==> config.mk <==
export PLATFORM = sky130hd
export DESIGN_NAME = sram_ctrl
export DESIGN_NICKNAME = d
export VERILOG_FILES = /design/src/rtl/sram_ctrl_pkg.sv /design/src/rtl/sram_ctrl_seq.sv /design/src/rtl/sram_ctrl_phy.sv /design/src/rtl/sram_ctrl.sv
export SDC_FILE = /design/constraint.sdc
export NUM_CORES = 1
export LEC_CHECK = 0
export ABC_CLOCK_PERIOD_IN_PS = 2200
export BUFFER_PORTS_ARGS = -buffer_cell sky130_fd_sc_hd__buf_4
export CORE_ASPECT_RATIO = 0.75
export CORE_MARGIN = 2
export CORE_UTILIZATION = 45
export CTS_CLUSTER_SIZE = 24
export DETAILED_ROUTE_END_ITERATION = 8
export PLACE_DENSITY = 0.78
export SYNTH_ARGS = -nofsm -noshare
export SYNTH_HDL_FRONTEND = slang
export SYNTH_SLANG_ARGS = --single-unit
==> constraint.sdc <==
create_clock -name clk_i -period 2.2 [get_ports clk_i]
set_input_delay 0 -clock clk_i [delete_from_list [all_inputs] [get_ports clk_i]]
set_output_delay 0 -clock clk_i [all_outputs]
set_load 0.03 [all_outputs]
==> src/rtl/sram_ctrl_pkg.sv <==
package sram_ctrl_pkg;

  typedef enum logic [2:0] {
    ST_IDLE,
    ST_TURN,
    ST_WSET,
    ST_WPUL,
    ST_WHLD,
    ST_RD
  } state_e;

  typedef struct packed {
    logic ce_n;
    logic we_n;
    logic oe_n;
    logic dq_oe;
  } strobe_t;

  localparam strobe_t STB_IDLE = '{ce_n: 1'b1, we_n: 1'b1, oe_n: 1'b1, dq_oe: 1'b0};

  function automatic strobe_t strobe_of(state_e s);
    strobe_t r;
    case (s)
      ST_WSET, ST_WHLD: r = '{ce_n: 1'b0, we_n: 1'b1, oe_n: 1'b1, dq_oe: 1'b1};
      ST_WPUL:          r = '{ce_n: 1'b0, we_n: 1'b0, oe_n: 1'b1, dq_oe: 1'b1};
      ST_RD:            r = '{ce_n: 1'b0, we_n: 1'b1, oe_n: 1'b0, dq_oe: 1'b0};
      default:          r = STB_IDLE;
    endcase
    return r;
  endfunction

endpackage

==> src/rtl/sram_ctrl_seq.sv <==
module sram_ctrl_seq
  import sram_ctrl_pkg::*;
#(
  parameter int SETUP_CYC = 1,
  parameter int WE_CYC    = 1,
  parameter int HOLD_CYC  = 1,
  parameter int RD_WAIT   = 2,
  parameter int TURN_CYC  = 1
) (
  input  logic   clk_i,
  input  logic   rst_ni,
  input  logic   req_i,
  input  logic   we_i,
  output state_e state_q_o,
  output state_e state_d_o,
  output logic   accept_o,
  output logic   capture_o
);

  localparam int MAX_A = (SETUP_CYC > WE_CYC) ? SETUP_CYC : WE_CYC;
  localparam int MAX_B = (HOLD_CYC > RD_WAIT) ? HOLD_CYC : RD_WAIT;
  localparam int MAXC  = (MAX_A > MAX_B) ? MAX_A : MAX_B;
  localparam int CW    = (MAXC > 1) ? $clog2(MAXC) : 1;
  localparam int QW    = $clog2(TURN_CYC + 1);
  localparam logic [QW-1:0] TURN_Q = QW'(TURN_CYC);

  state_e          state_q, state_d;
  logic [CW-1:0]   cnt_q, cnt_d;
  logic [QW-1:0]   qcnt_q, qcnt_d;
  logic            done, turn_ok;

  function automatic logic [CW-1:0] span(state_e s);
    case (s)
      ST_WSET: return CW'(SETUP_CYC - 1);
      ST_WPUL: return CW'(WE_CYC - 1);
      ST_WHLD: return CW'(HOLD_CYC - 1);
      ST_RD:   return CW'(RD_WAIT - 1);
      default: return '0;
    endcase
  endfunction

  assign done    = (cnt_q == '0);
  // current cycle is released too, hence minus one
  assign turn_ok = (qcnt_q >= TURN_Q - 1'b1);
  assign accept_o  = (state_q == ST_IDLE) && req_i;
  assign capture_o = (state_q == ST_RD) && done;

  always_comb begin
    state_d = state_q;
    case (state_q)
      ST_IDLE: if (req_i) state_d = !we_i ? ST_RD : (turn_ok ? ST_WSET : ST_TURN);
      ST_TURN: if (turn_ok) state_d = ST_WSET;
      ST_WSET: if (done) state_d = ST_WPUL;
      ST_WPUL: if (done) state_d = ST_WHLD;
      ST_WHLD: if (done) state_d = ST_IDLE;
      ST_RD:   if (done) state_d = ST_IDLE;
      default: state_d = ST_IDLE;
    endcase
  end

  always_comb begin
    if (state_d != state_q)  cnt_d = span(state_d);
    else if (cnt_q != '0)    cnt_d = cnt_q - 1'b1;
    else                     cnt_d = cnt_q;
  end

  always_comb begin
    if (state_q == ST_RD)        qcnt_d = '0;
    else if (qcnt_q != TURN_Q)   qcnt_d = qcnt_q + 1'b1;
    else                         qcnt_d = qcnt_q;
  end

  always_ff @(posedge clk_i or negedge rst_ni) begin
    if (!rst_ni) begin
      state_q <= ST_IDLE;
      cnt_q   <= '0;
      qcnt_q  <= TURN_Q;
    end else begin
      state_q <= state_d;
      cnt_q   <= cnt_d;
      qcnt_q  <= qcnt_d;
    end
  end

  assign state_q_o = state_q;
  assign state_d_o = state_d;

  // a read always returns to idle after the sample
  a_r3_read_ends_idle: assert property (@(posedge clk_i) disable iff (!rst_ni)
    capture_o |=> (state_q == ST_IDLE));

  // a busy controller never takes a new request
  a_r7_busy_no_start: assert property (@(posedge clk_i) disable iff (!rst_ni)
    (state_q != ST_IDLE) && (state_d == ST_RD) |-> (state_q == ST_RD));

endmodule

==> src/rtl/sram_ctrl_phy.sv <==
module sram_ctrl_phy
  import sram_ctrl_pkg::*;
#(
  parameter int AW = 17,
  parameter int DW = 8
) (
  input  logic          clk_i,
  input  logic          rst_ni,
  input  state_e        state_d_i,
  input  logic          accept_i,
  input  logic          capture_i,
  input  logic [AW-1:0] addr_i,
  input  logic [DW-1:0] wdata_i,
  input  logic [DW-1:0] mem_dq_i,
  output logic [AW-1:0] mem_addr_o,
  output logic          mem_ce_no,
  output logic          mem_we_no,
  output logic          mem_oe_no,
  output logic [DW-1:0] mem_dq_o,
  output logic          mem_dq_oe_o,
  output logic [DW-1:0] rdata_o,
  output logic          rvalid_o
);

  strobe_t       stb_q;
  logic [AW-1:0] addr_q;
  logic [DW-1:0] wdata_q, rdata_q;
  logic          rvalid_q;

  // strobes registered from next state: glitch-free pins aligned with state
  always_ff @(posedge clk_i or negedge rst_ni) begin
    if (!rst_ni) begin
      stb_q    <= STB_IDLE;
      addr_q   <= '0;
      wdata_q  <= '0;
      rdata_q  <= '0;
      rvalid_q <= 1'b0;
    end else begin
      stb_q    <= strobe_of(state_d_i);
      rvalid_q <= capture_i;
      if (accept_i) begin
        addr_q  <= addr_i;
        wdata_q <= wdata_i;
      end
      if (capture_i) rdata_q <= mem_dq_i;
    end
  end

  assign mem_addr_o  = addr_q;
  assign mem_ce_no   = stb_q.ce_n;
  assign mem_we_no   = stb_q.we_n;
  assign mem_oe_no   = stb_q.oe_n;
  assign mem_dq_oe_o = stb_q.dq_oe;
  assign mem_dq_o    = wdata_q;
  assign rdata_o     = rdata_q;
  assign rvalid_o    = rvalid_q;

  a_r4_no_contention: assert property (@(posedge clk_i) disable iff (!rst_ni)
    !mem_oe_no |-> !mem_dq_oe_o);

  a_r4_oe_we_excl: assert property (@(posedge clk_i) disable iff (!rst_ni)
    !(!mem_oe_no && !mem_we_no));

  a_r6_addr_in_standby: assert property (@(posedge clk_i) disable iff (!rst_ni)
    !$stable(mem_addr_o) |-> $past(mem_ce_no));

  a_r2_data_in_pulse: assert property (@(posedge clk_i) disable iff (!rst_ni)
    !mem_we_no |-> mem_dq_oe_o && !mem_ce_no);

  a_r2_setup_before_we: assert property (@(posedge clk_i) disable iff (!rst_ni)
    $fell(mem_we_no) |-> $past(!mem_ce_no && mem_dq_oe_o));

  a_r2_hold_after_we: assert property (@(posedge clk_i) disable iff (!rst_ni)
    $rose(mem_we_no) |-> mem_dq_oe_o && !mem_ce_no && $stable(mem_dq_o));

  a_r3_rvalid_pulse: assert property (@(posedge clk_i) disable iff (!rst_ni)
    rvalid_o |=> !rvalid_o);

endmodule

==> src/rtl/sram_ctrl.sv <==
module sram_ctrl
  import sram_ctrl_pkg::*;
#(
  parameter int AW        = 17,
  parameter int DW        = 8,
  parameter int SETUP_CYC = 1,
  parameter int WE_CYC    = 1,
  parameter int HOLD_CYC  = 1,
  parameter int RD_WAIT   = 2,
  parameter int TURN_CYC  = 1
) (
  input  logic          clk_i,
  input  logic          rst_ni,
  input  logic          req_i,
  input  logic          we_i,
  input  logic [AW-1:0] addr_i,
  input  logic [DW-1:0] wdata_i,
  output logic          ready_o,
  output logic [DW-1:0] rdata_o,
  output logic          rvalid_o,
  output logic [AW-1:0] mem_addr_o,
  output logic          mem_ce_no,
  output logic          mem_we_no,
  output logic          mem_oe_no,
  output logic [DW-1:0] mem_dq_o,
  output logic          mem_dq_oe_o,
  input  logic [DW-1:0] mem_dq_i
);

  state_e state_q, state_d;
  logic   accept, capture;

  sram_ctrl_seq #(
    .SETUP_CYC(SETUP_CYC),
    .WE_CYC   (WE_CYC),
    .HOLD_CYC (HOLD_CYC),
    .RD_WAIT  (RD_WAIT),
    .TURN_CYC (TURN_CYC)
  ) seq_i (
    .clk_i    (clk_i),
    .rst_ni   (rst_ni),
    .req_i    (req_i),
    .we_i     (we_i),
    .state_q_o(state_q),
    .state_d_o(state_d),
    .accept_o (accept),
    .capture_o(capture)
  );

  sram_ctrl_phy #(.AW(AW), .DW(DW)) phy_i (
    .clk_i      (clk_i),
    .rst_ni     (rst_ni),
    .state_d_i  (state_d),
    .accept_i   (accept),
    .capture_i  (capture),
    .addr_i     (addr_i),
    .wdata_i    (wdata_i),
    .mem_dq_i   (mem_dq_i),
    .mem_addr_o (mem_addr_o),
    .mem_ce_no  (mem_ce_no),
    .mem_we_no  (mem_we_no),
    .mem_oe_no  (mem_oe_no),
    .mem_dq_o   (mem_dq_o),
    .mem_dq_oe_o(mem_dq_oe_o),
    .rdata_o    (rdata_o),
    .rvalid_o   (rvalid_o)
  );

  assign ready_o = (state_q == ST_IDLE);

  // idle means standby with the bus released
  a_r1_standby_when_ready: assert property (@(posedge clk_i) disable iff (!rst_ni)
    ready_o |-> mem_ce_no && mem_we_no && mem_oe_no && !mem_dq_oe_o);

endmodule

==> flow_summary.yaml <==
run_status:
  status: "completed"
critical_path:
  r2r-end: "phy_i.rdata_o[1]$_DFFE_PN0P_"
  critical_path_class: "register to register"
  worstPathArrival_ns: 1.89
  reg2regPathDepth: 3
  worstPathRequired_ns: 2.36
  end_kind: "register"
  timing.rr.start: "seq_i.state_q_o[0]$_DFF_PN0_"
  rrSetupSlack_ns: 0.47
  crit_fanout: 9
  crit_start: "seq_i.state_q_o[0]$_DFF_PN0_"
  crit_path_start_kind: "register"
  crit_end: "phy_i.rdata_o[1]$_DFFE_PN0P_"
drt:
  viasPerCell: 4.90
  drtPass1Iterations: 4
  drc: 0
  ant_nets: 0
  drt_iter0_markers: 38
  vias: 1245
  wl_per_cell_um: 15.6
  drt-total-wl_um: 3960
timing:
  tightest_slew_ns: 0.499
  timing.final.crit_share_pct: 78.7
  rsz0062_at_grt: "false"
  finalSetupTns_ns: 0
  hold_slack_ns: 0.0660
  slew_viol_final: 0
  finalClockSkew_ns: 0.00600
  setup_viol_count_final: 0
  fmax_mhz: 577
  hold_viol_final: 0
  slew_headroom_pct: 66.7
  period_needed_ns: 1.73
clock_tree:
  cts_resized: 0
  cts.path.max_buffers: 2
  cts_buffers: 5
  cts_tree: "done"
  clk_pin_slew_ns: 0.08
  clock_sinks: 42
  clk_latency_ns: 0.28
  htree_levels: 2
  clockRootBuffer: "clkbuf_8"
placed_design:
  port-buffer-count: 75
  place_area_um2: 2200
  gp_congestion: 0.733
  hpwl_um: 2380
floorplan:
  pin_count: 76
  dieArea_um2: 4100
  die_width_um: 73.3
  dieHeight_um: 56.0
  rows: 18
  core_area_um2: 3380
  initial_utilization_pct: 48.0
global_route:
  grt_start_max_net_pins: 43
  grt_pass1_vias: 1391
  grt_first_pass_wirelength_um: 6380
  antenna_found_initial: 0
  grt-ovfl-total: 0
  track_usage_pct: 20.5
synth:
  async_reset_ff_share_pct: 100
  seq_area_frac_synth_pct: 65.0
  netlist_area_um2: 1620
  synthFlopType: "dfrtp_1"
  ys_ff_latch: 42
  synth_cell_types: 21
  synth.net_count: 138
  yosys_warnings: 0
  avgSynthCellArea_um2: 16.1
  synthCells: 101
  synth_edf_count: 0
layout:
  drive_gt1_share_pct: 56.1
  syn_to_final_growth_pct: 64.3
  num-fill-cells: 177
  antenna_cells: 0
  nNetsFinal: 250
  seqCellArea_um2: 1050
  fin_util_pct: 78.9
  multiInputGateArea_um2: 515
  fin_area_um2: 2660
power_and_ir_drop:
  p_leak_nw: 1.26
  power.density_nw_per_um2: 1480
  ir_worst_vdd_uv: 917
flow_run:
  maxCapViolCount: 0
min_path:
  hold_path_class: "input pin to register"
[through the flow]
step / cells / power (W) / worst slack, ns
3_5_place_dp: 211 / 0.00335 / 0.508
2_1_floorplan: 101 / 0.00263 / 0.591
6_report: 254 / 0.00394 / 0.468
3_3_place_gp: 211 / 0.00328 / 0.573
4_1_cts: 254 / 0.00396 / 0.473
5_1_grt: 254 / 0.00416 / 0.363
[worst min-delay path by stage]
stage | from | endpoint | slack (ns) | depth (start not counted)
final | we_i | seq_i.cnt_q$_DFF_PN0_ | 0.07 | 2
after detailed placement | rst_ni | phy_i.rdata_o[7]$_DFFE_PN0P_ | 0.009 | 1
after global routing | we_i | seq_i.cnt_q$_DFF_PN0_ | 0.07 | 2
after global placement | rst_ni | phy_i.rdata_o[3]$_DFFE_PN0P_ | -0.005 | 1
after floorplan | rst_ni | phy_i.mem_addr_o[0]$_DFFE_PN0P_ | -0.30 | 0
after CTS | we_i | seq_i.cnt_q$_DFF_PN0_ | 0.05 | 2
[power breakdown]
group	total (W)	switching, W	internal (W)
clock	0.000551	0.000234	0.000317
sequential	0.00140	0.000252	0.00115
combinational	0.00199	0.00110	0.000887
[critical path: stages, from the launching register on]
cell	delay, ns
dfrtp_1	0.54
nor2b_1	0.26
and3b_1	0.42
mux2_2	0.39
[registers in the layout, summed over array words and instances (netlist names)]
signal / cells
phy_i.mem_oe_no: 1
phy_i.rvalid_o: 1
phy_i.mem_we_no: 1
phy_i.mem_addr_o: 17
seq_i.cnt_q: 1
phy_i.mem_dq_oe_o: 1
seq_i.state_q_o: 3
phy_i.rdata_o: 8
phy_i.mem_dq_o: 8
phy_i.mem_ce_no: 1
[cell families after synthesis]
logic type             share of synthesized area (%)
flip-flops                                      65.0
XOR/XNOR                                       0.540
AO/OA/AOI/OAI                                   2.31
AND/OR/NAND/NOR                                 6.02
buffers and inverters                           3.16
multiplexers                                    22.9
[per-layer routing]
| layer | GRT usage [%] | up-vias | routed length, um |
|---|---|---|---|
| li1 | - | 579 | - |
| met2 | 35.1 | 72 | 1940 |
| met5 | 0 | - | 0 |
| met1 | 23.7 | 584 | 1570 |
| met3 | 6.34 | 10 | 359 |
| met4 | 8.31 | 0 | 86 |
[final cells by class]
type,instances,area share (%)
Multi-Input combinational cell,53,19.4
Tap cell,40,1.88
Clock buffer,8,4.13
Timing Repair Buffer,111,35.0
Sequential cell,42,39.6
[synthesized netlist by cell type, drive strengths merged (2+ instances only)]
cell | number | share of area (%)
buf | 6 | 3.2
mux2 | 33 | 23
nor3 | 2 | 0.62
dfstp | 3 | 4.9
a211oi | 2 | 0.93
nor2b | 2 | 0.77
dfrtp | 39 | 60
nand2 | 2 | 0.46
nor2 | 3 | 0.69
[layout by cell type (no fill, tap or decap)]
cell type,instances
mux2_1,1
nor3_1,2
buf_12,1
nor2_1,3
a211oi_1,2
o32ai_1,1
and2b_1,1
mux2_2,32
and3b_1,1
nor2b_1,2
dfrtp_1,39
nand2_1,2
dfstp_2,3
clkbuf_8,8
xnor2_1,1
a21oi_1,1
dlygate4sd3_1,35
nor4b_4,1
a211o_1,1
nand4b_1,1
nand3b_1,1
buf_4,75
[repair_timing]
| item | CTS | global route |
|---|---|---|
| setup buffers | 0 | 0 |
| endpoints found under the hold margin | 73 | 0 |
| hold buffers | 35 | 0 |
No activity file was read; power rests on OpenSTA's default activity.
